==> config.mk <==
export PLATFORM = sky130hd
export DESIGN_NAME = dma_desc_loader
export DESIGN_NICKNAME = d
export VERILOG_FILES = /design/src/rtl/dma_desc_pkg.sv /design/src/rtl/dma_desc_cfg_check.sv /design/src/rtl/dma_desc_word_map.sv /design/src/rtl/dma_desc_shadow.sv /design/src/rtl/dma_desc_loader.sv
export SDC_FILE = /design/constraint.sdc
export NUM_CORES = 1
export LEC_CHECK = 0
export BUFFER_PORTS_ARGS = -buffer_cell sky130_fd_sc_hd__buf_2
export CAP_MARGIN = 20
export CORE_ASPECT_RATIO = 0.7
export CORE_MARGIN = 2
export CORE_UTILIZATION = 45
export DETAILED_ROUTE_END_ITERATION = 7
export HOLD_SLACK_MARGIN = 0.02
export PLACE_DENSITY = 0.72
export SETUP_SLACK_MARGIN = 0.4
export SYNTH_ARGS = -nofsm -noshare
export SYNTH_HDL_FRONTEND = slang
export SYNTH_HIERARCHICAL = 1
export SYNTH_SLANG_ARGS = --single-unit
==> constraint.sdc <==
create_clock -name clk_i -period 2.45 [get_ports clk_i]
set_clock_uncertainty 0.1 [all_clocks]
set_input_delay 0.245 -clock clk_i [delete_from_list [all_inputs] [get_ports clk_i]]
set_output_delay 0.245 -clock clk_i [all_outputs]
set_load 0.03 [all_outputs]
==> src/rtl/dma_desc_pkg.sv <==
package dma_desc_pkg;
  localparam int unsigned HW     = 16;
  localparam int unsigned AW     = 2 * HW;
  localparam int unsigned NT     = 9;
  localparam int unsigned IW     = 4;
  localparam int unsigned NS     = 6;
  localparam int unsigned FL_LSB = 12;
  localparam int unsigned ND_LSB = 8;
  localparam int unsigned WS_LSB = 2;

  typedef enum logic [2:0] {
    FLOW_STOP  = 3'd0,
    FLOW_AUTO  = 3'd1,
    FLOW_ARRAY = 3'd2,
    FLOW_SMALL = 3'd3,
    FLOW_LARGE = 3'd4
  } flow_e;

  typedef enum logic [1:0] {S_IDLE, S_FETCH, S_LOAD} state_e;

  localparam logic [IW-1:0] T_XCNT = 4'd5;
  localparam logic [IW-1:0] T_YCNT = 4'd7;

  function automatic logic [IW-1:0] nd_limit(input logic [2:0] fl);
    case (fl)
      FLOW_ARRAY: nd_limit = 4'd7;
      FLOW_SMALL: nd_limit = 4'd8;
      FLOW_LARGE: nd_limit = 4'd9;
      default:    nd_limit = 4'd0;
    endcase
  endfunction
endpackage

==> src/rtl/dma_desc_cfg_check.sv <==
module dma_desc_cfg_check
  import dma_desc_pkg::*;
(
  input  logic [2:0]    flow_i,
  input  logic [IW-1:0] nd_i,
  input  logic [1:0]    ws_i,
  output logic          legal_o,
  output logic          from_cur_o,
  output logic [1:0]    amask_o
);
  logic [IW-1:0] lim;

  always_comb begin
    lim = nd_limit(flow_i);
    case (flow_i)
      FLOW_STOP, FLOW_AUTO:               legal_o = (nd_i == '0);
      FLOW_ARRAY, FLOW_SMALL, FLOW_LARGE: legal_o = (nd_i != '0) && (nd_i <= lim);
      default:                            legal_o = 1'b0;
    endcase
    from_cur_o = (flow_i == FLOW_ARRAY);
    case (ws_i)
      2'b10:   amask_o = 2'b11;
      2'b01:   amask_o = 2'b01;
      default: amask_o = 2'b00;
    endcase
  end
endmodule

==> src/rtl/dma_desc_word_map.sv <==
module dma_desc_word_map
  import dma_desc_pkg::*;
(
  input  logic [2:0]    flow_i,
  input  logic [IW-1:0] idx_i,
  output logic [IW-1:0] tgt_o
);
  always_comb begin
    case (flow_i)
      FLOW_SMALL: tgt_o = (idx_i == '0) ? '0 : idx_i + IW'(1);
      FLOW_ARRAY: tgt_o = idx_i + IW'(2);
      default:    tgt_o = idx_i;
    endcase
  end
endmodule

==> src/rtl/dma_desc_shadow.sv <==
module dma_desc_shadow
  import dma_desc_pkg::*;
(
  input  logic             clk_i,
  input  logic             rst_ni,
  input  logic             cap_i,
  input  logic [NS*HW-1:0] cap_vec_i,
  input  logic             wr_i,
  input  logic [IW-1:0]    tgt_i,
  input  logic [HW-1:0]    wdata_i,
  output logic [NS*HW-1:0] vec_o
);
  // slots 0..3 track pointer/address halves, 4 X count, 5 Y count
  function automatic logic [IW-1:0] slot_tgt(input int s);
    if (s < 4)       slot_tgt = IW'(s);
    else if (s == 4) slot_tgt = T_XCNT;
    else             slot_tgt = T_YCNT;
  endfunction

  for (genvar s = 0; s < NS; s++) begin : g_slot
    logic [HW-1:0] q;
    always_ff @(posedge clk_i or negedge rst_ni) begin
      if (!rst_ni)                            q <= '0;
      else if (cap_i)                         q <= cap_vec_i[s*HW +: HW];
      else if (wr_i && tgt_i == slot_tgt(s))  q <= wdata_i;
    end
    assign vec_o[s*HW +: HW] = q;
  end
endmodule

==> src/rtl/dma_desc_loader.sv <==
module dma_desc_loader
  import dma_desc_pkg::*;
(
  input  logic          clk_i,
  input  logic          rst_ni,
  input  logic          start_i,
  input  logic [HW-1:0] cfg_i,
  input  logic [AW-1:0] next_ptr_i,
  input  logic [AW-1:0] cur_ptr_i,
  input  logic [AW-1:0] start_addr_i,
  input  logic [HW-1:0] x_count_i,
  input  logic [HW-1:0] y_count_i,
  output logic          mem_req_o,
  output logic [AW-1:0] mem_addr_o,
  input  logic          mem_ack_i,
  input  logic [HW-1:0] mem_rdata_i,
  output logic [NT-1:0] prm_we_o,
  output logic [HW-1:0] prm_wdata_o,
  output logic          cur_we_o,
  output logic [AW-1:0] cur_desc_ptr_o,
  output logic [AW-1:0] cur_addr_o,
  output logic [HW-1:0] cur_x_o,
  output logic [HW-1:0] cur_y_o,
  output logic          err_o,
  output logic          done_o
);
  state_e        st_q;
  logic [2:0]    flow_q;
  logic [IW-1:0] nd_q, idx_q, tgt;
  logic [1:0]    amask_q, amask;
  logic [AW-1:0] addr_q;
  logic          legal, from_cur, accept, fetch_hit;
  logic [NT-1:0] prm_we_q;
  logic [HW-1:0] prm_wdata_q;
  logic          cur_we_q, err_q, done_q;
  logic [AW-1:0] cur_desc_q, cur_addr_q;
  logic [HW-1:0] cur_x_q, cur_y_q;
  logic [NS*HW-1:0] shd;
  logic [AW-1:0] shd_ndp, shd_sa;
  logic [HW-1:0] shd_xc, shd_yc;
  logic          unused_cfg;

  assign unused_cfg = ^{cfg_i[15], cfg_i[7:4], cfg_i[1:0]};
  assign accept     = start_i && (st_q == S_IDLE);
  assign fetch_hit  = (st_q == S_FETCH) && mem_ack_i;

  dma_desc_cfg_check u_check (
    .flow_i     (cfg_i[FL_LSB +: 3]),
    .nd_i       (cfg_i[ND_LSB +: IW]),
    .ws_i       (cfg_i[WS_LSB +: 2]),
    .legal_o    (legal),
    .from_cur_o (from_cur),
    .amask_o    (amask)
  );

  dma_desc_word_map u_map (
    .flow_i (flow_q),
    .idx_i  (idx_q),
    .tgt_o  (tgt)
  );

  dma_desc_shadow u_shadow (
    .clk_i     (clk_i),
    .rst_ni    (rst_ni),
    .cap_i     (accept),
    .cap_vec_i ({y_count_i, x_count_i, start_addr_i, next_ptr_i}),
    .wr_i      (fetch_hit),
    .tgt_i     (tgt),
    .wdata_i   (mem_rdata_i),
    .vec_o     (shd)
  );

  assign shd_ndp = shd[0 +: AW];
  assign shd_sa  = shd[AW +: AW];
  assign shd_xc  = shd[2*AW +: HW];
  assign shd_yc  = shd[2*AW+HW +: HW];

  always_ff @(posedge clk_i or negedge rst_ni) begin
    if (!rst_ni) begin
      st_q        <= S_IDLE;
      flow_q      <= '0;
      nd_q        <= '0;
      idx_q       <= '0;
      amask_q     <= '0;
      addr_q      <= '0;
      prm_we_q    <= '0;
      prm_wdata_q <= '0;
      cur_we_q    <= 1'b0;
      cur_desc_q  <= '0;
      cur_addr_q  <= '0;
      cur_x_q     <= '0;
      cur_y_q     <= '0;
      err_q       <= 1'b0;
      done_q      <= 1'b0;
    end else begin
      prm_we_q <= '0;
      cur_we_q <= 1'b0;
      done_q   <= 1'b0;
      case (st_q)
        S_IDLE: begin
          if (start_i) begin
            flow_q  <= cfg_i[FL_LSB +: 3];
            nd_q    <= cfg_i[ND_LSB +: IW];
            amask_q <= amask;
            idx_q   <= '0;
            addr_q  <= from_cur ? cur_ptr_i : next_ptr_i;
            if (!legal) begin
              err_q  <= 1'b1;
              done_q <= 1'b1;
            end else begin
              err_q <= 1'b0;
              st_q  <= (cfg_i[ND_LSB +: IW] == '0) ? S_LOAD : S_FETCH;
            end
          end
        end
        S_FETCH: begin
          if (mem_ack_i) begin
            prm_we_q    <= NT'(1) << tgt;
            prm_wdata_q <= mem_rdata_i;
            idx_q       <= idx_q + IW'(1);
            addr_q      <= addr_q + AW'(2);
            if (idx_q == nd_q - IW'(1)) st_q <= S_LOAD;
          end
        end
        S_LOAD: begin
          cur_we_q   <= 1'b1;
          done_q     <= 1'b1;
          cur_desc_q <= shd_ndp;
          cur_addr_q <= shd_sa;
          cur_x_q    <= (shd_xc == '0) ? '1 : shd_xc;
          cur_y_q    <= (shd_yc == '0) ? '1 : shd_yc;
          err_q      <= |(shd_sa[1:0] & amask_q);
          st_q       <= S_IDLE;
        end
        default: st_q <= S_IDLE;
      endcase
    end
  end

  assign mem_req_o      = (st_q == S_FETCH);
  assign mem_addr_o     = addr_q;
  assign prm_we_o       = prm_we_q;
  assign prm_wdata_o    = prm_wdata_q;
  assign cur_we_o       = cur_we_q;
  assign cur_desc_ptr_o = cur_desc_q;
  assign cur_addr_o     = cur_addr_q;
  assign cur_x_o        = cur_x_q;
  assign cur_y_o        = cur_y_q;
  assign err_o          = err_q;
  assign done_o         = done_q;
endmodule

==> impl_metrics.csv <==
group,metric,value,unit
outcome,status,"finished clean",
setup_path,cp.arrival,2.68,ns
power,p_clk_share,17.0,%
synthesis,synthCells,1272,
detailed_routing,wirelength,51.2,mm
power,p_per_area,1430,mW/mm²
timing,tightest_slew,0.666,ns
clock_tree,cts_sinks,267,
grt,gr-usage-all-layers,31.8,%
placed_design,dpl_cell_area,0.0151,mm²
timing,finalSetupViolCount,0,
grt,gr-total-overflow,0,
layout,n_fill_cell,2152,
setup_path,worstSetupEndpointType,"flop",
power,power_frac_seq,30.5,%
grt,antenna_found_initial,1,
clock_tree,clkTransAtPathRegs,0.07,ns
synthesis,synth_common_cells,"dfrtp_1, a21oi_1, nand2_1",
power,p_leak,8.18,nW
synthesis,synth-seq-cells,267,
placed_design,dp_slack,-0.0359,ns
power,p_comb_share,52.5,%
layout,drive_gt1_share,36.7,%
timing,fmax,423,MHz
power,switchingPower,12.1,mW
synthesis,synth.avg_cell_area,10.1,µm²
synthesis,seq_area_frac_synth,52.0,%
grt,grt_pass1_vias,12400,
setup_path,worst_path_max_delay_cell,"or3_4",
timing,finalCritPeriodShare,96.4,%
synthesis,synth_cell_type_count,67,
layout,fin_cells,2126,
synthesis,ys_async_sr_fraction,100,%
detailed_routing,drt_iter0_markers,1354,
synthesis,ys_warn_count,6,
power,internal_power,14.4,mW
setup_path,required,2.77,ns
synthesis,synth.net_count,1447,
timing,setup_ws,0.0877,ns
detailed_routing,ant_nets,0,
floorplan,dieArea,0.0299,mm²
timing,period_minus_slack,2.36,ns
detailed_routing,drc,0,
layout,ff_latch_area,0.00669,mm²
detailed_routing,wl_per_cell,24.1,µm
detailed_routing,routed-via-count,12800,
power,sw_frac_of_total,45.7,%
layout,multi_input_area,0.00638,mm²
placed_design,hpwl,29.3,mm
setup_path,path_cells,"ha_1, a21oi_2, o22ai_4, buf_6, buf_6, or3_4, o21ai_2, a21oi_1",
power,vdd_drop_max,840,µV
layout,fin_util,66.3,%
setup_path,path_delay_family,"compound AO/OA/AOI/OAI gates",
clock_tree,cts_tree,"built",
floorplan,ios,321,
clock_tree,clockBufferDepth,3,
layout,final_area,0.0185,mm²
setup_path,crit_type,"reg -> reg",
hold_path,hold_path.class,"in -> reg",
synthesis,synth_top_area_cell,"dfrtp_1",
clock_tree,clk_latency,0.54,ns
timing,hold_violations,0,
floorplan,core,0.0279,mm²
synthesis,mappedNetlistArea,0.0128,mm²
timing,slew_headroom,54.4,%
clock_tree,cts_buffers,27,
layout,finalNetCount,1909,
run,drv_cap,0,
synthesis,yosysMostFrequentCell,"dfrtp_1",
placed_design,dp.cells,1900,
setup_path,critPathLaunchType,"flop",
grt,grt_max_degree,72,
setup_path,cp_common_cell,"buf_6",
floorplan,rows,51,
layout,area_growth,44.3,%
timing,rsz0062_at_grt,"true",
floorplan,start_util,45.9,%
synthesis,synth_ff_type,"dfrtp_1",
grt,grt_pass1_wl,73.3,mm
synthesis,synth_edf_count,0,
placed_design,gp_congestion,0.942,
floorplan,die_h,145,µm
synthesis,yosysTopAreaCellShare,52.0,%
clock_tree,htree_levels,1,
floorplan,dieWidth,206,µm
timing,slew_viol_final,0,
synthesis,synth_area_leaders,"dfrtp_1, mux2_2, nor2b_1",
setup_path,cpPeakStageDelay,0.50,ns
placed_design,port_buffers,313,
detailed_routing,drt-vias-per-instance,6.04,
clock_tree,clock-root-buffer,"clkbuf_16",
setup_path,crit_buf_inv,2,
setup_path,path_max_fanout,8,
detailed_routing,drtPass1Iterations,5,
-- final timing paths --
check                      slack [ns]  depth (start not counted)                      end      startpoint
max                              0.09                          8  u_shadow/g_slot[2].q[9]        idx_q[1]
min                              0.02                          3           mem_addr_o[15]   cur_ptr_i[15]
max reg2reg                      0.09                          8  u_shadow/g_slot[2].q[9]        idx_q[1]
min reg2reg                      0.38                          2           prm_wdata_o[7]  prm_wdata_o[7]
max in group asynchronous        1.31                          3           mem_addr_o[18]          rst_ni
min in group asynchronous        0.18                          2  u_shadow/g_slot[4].q[3]          rst_ni
-- layout by cell type, fill, tap and decap left out, types with 8 or more instances in the layout --
| cell type | Yosys | layout |
|---|---|---|
| buf_2 | 32 | 310 |
| dfrtp_1 | 267 | 259 |
| dlygate4sd3_1 | 0 | 129 |
| a21oi_1 | 133 | 127 |
| nand2_1 | 110 | 106 |
| nor2b_1 | 107 | 105 |
| a31oi_1 | 104 | 85 |
| mux2_2 | 69 | 69 |
| o21ai_0 | 78 | 48 |
| o22a_1 | 38 | 38 |
| o21ai_2 | 0 | 38 |
| buf_4 | 1 | 37 |
| clkbuf_16 | 0 | 33 |
| o21ai_1 | 38 | 28 |
| nor2_1 | 29 | 27 |
| mux2i_1 | 21 | 21 |
| buf_12 | 0 | 21 |
| buf_6 | 3 | 16 |
| inv_1 | 19 | 13 |
| nor4_1 | 14 | 12 |
| a211oi_1 | 12 | 11 |
| nor3_1 | 13 | 11 |
| nand4_1 | 11 | 11 |
| a31oi_2 | 0 | 11 |
| nand3_1 | 9 | 9 |
| ha_1 | 11 | 8 |
| clkbuf_8 | 0 | 8 |
| dfrtp_2 | 0 | 8 |
| a31oi_4 | 0 | 8 |
-- worst reg2reg max path, delay by kind of cell (launching register included) --
kind,cells,cell delay (ns)
flops,1,0.46
compound gates,4,0.58
simple gates,1,0.50
fa+ha+maj,1,0.32
buf+inv,2,0.28
-- power by group through the flow --
| stage | combinational (mW) | clock (mW) | sequential [mW] |
|---|---|---|---|
| after floorplan | 5.57 | 0 | 9.87 |
| after global placement | 10.6 | 0 | 7.87 |
| after detailed placement | 10.9 | 0 | 7.95 |
| after CTS | 12.1 | 4.53 | 7.94 |
| after global routing | 14.7 | 4.72 | 8.31 |
| final | 13.9 | 4.50 | 8.09 |
-- state kept, by name, summed over array words and instances (netlist names) --
register           count
cur_we_o               1
cur_y_o               16
nd_q                   4
mem_addr_o            32
st_q                   2
err_o                  1
amask_q                2
u_shadow/g_slot.q     96
prm_wdata_o           16
idx_q                  4
done_o                 1
prm_we_o               9
cur_addr_o            32
cur_x_o               16
flow_q                 3
cur_desc_ptr_o        32
-- cells by family after synthesis --
kind of cell | share of synthesized area [%]
and+or+nand+nor | 14.1
buffers and inverters | 4.04
muxes | 7.69
adders and majority gates | 1.07
AOI/OAI and AO/OA | 20.5
xor gates and xnor gates | 0.614
DFF | 52.0
-- timing repair --
action	4_1_cts	5_1_grt
pin swaps	26	57
hold endpoints to repair	192	0
gates cloned	8	10
buffers inserted	18	10
gates resized for setup	68	108
endpoints found under the setup margin	108	153
hold buffers	130	0
-- through the flow --
step / power [mW] / TNS [ns] / hold WS, ns
after floorplan: 15.4 / 0 / -0.151
after global placement: 18.5 / 0 / 0.167
after detailed placement: 18.8 / -0.121 / 0.169
after CTS: 24.6 / 0 / 0.0208
after global routing: 27.7 / 0 / 0.0285
final: 26.5 / 0 / 0.0249
-- area by class of cell --
type | count | share of cell area, %
antenna | 1 | 0.0135
timing repair buffer | 525 | 21.4
tap | 371 | 2.50
multi-input combinational | 894 | 34.4
inverter | 19 | 0.459
clock inverter | 10 | 0.830
sequential | 267 | 36.1
clock buffer | 39 | 4.32
-- metal layers --
layer / routed length, µm / up-vias / share of wire [%] / track usage (%)
met1: 21500 / 6316 / 42 / 45.2
met4: 1840 / 0 / 3.6 / 10.5
met3: 5850 / 133 / 11 / 9.43
met2: 22000 / 811 / 43 / 46.8
li1: - / 5587 / - / -
met5: 0 / - / 0 / 0
No activity file was read; power rests on OpenSTA's default activity.
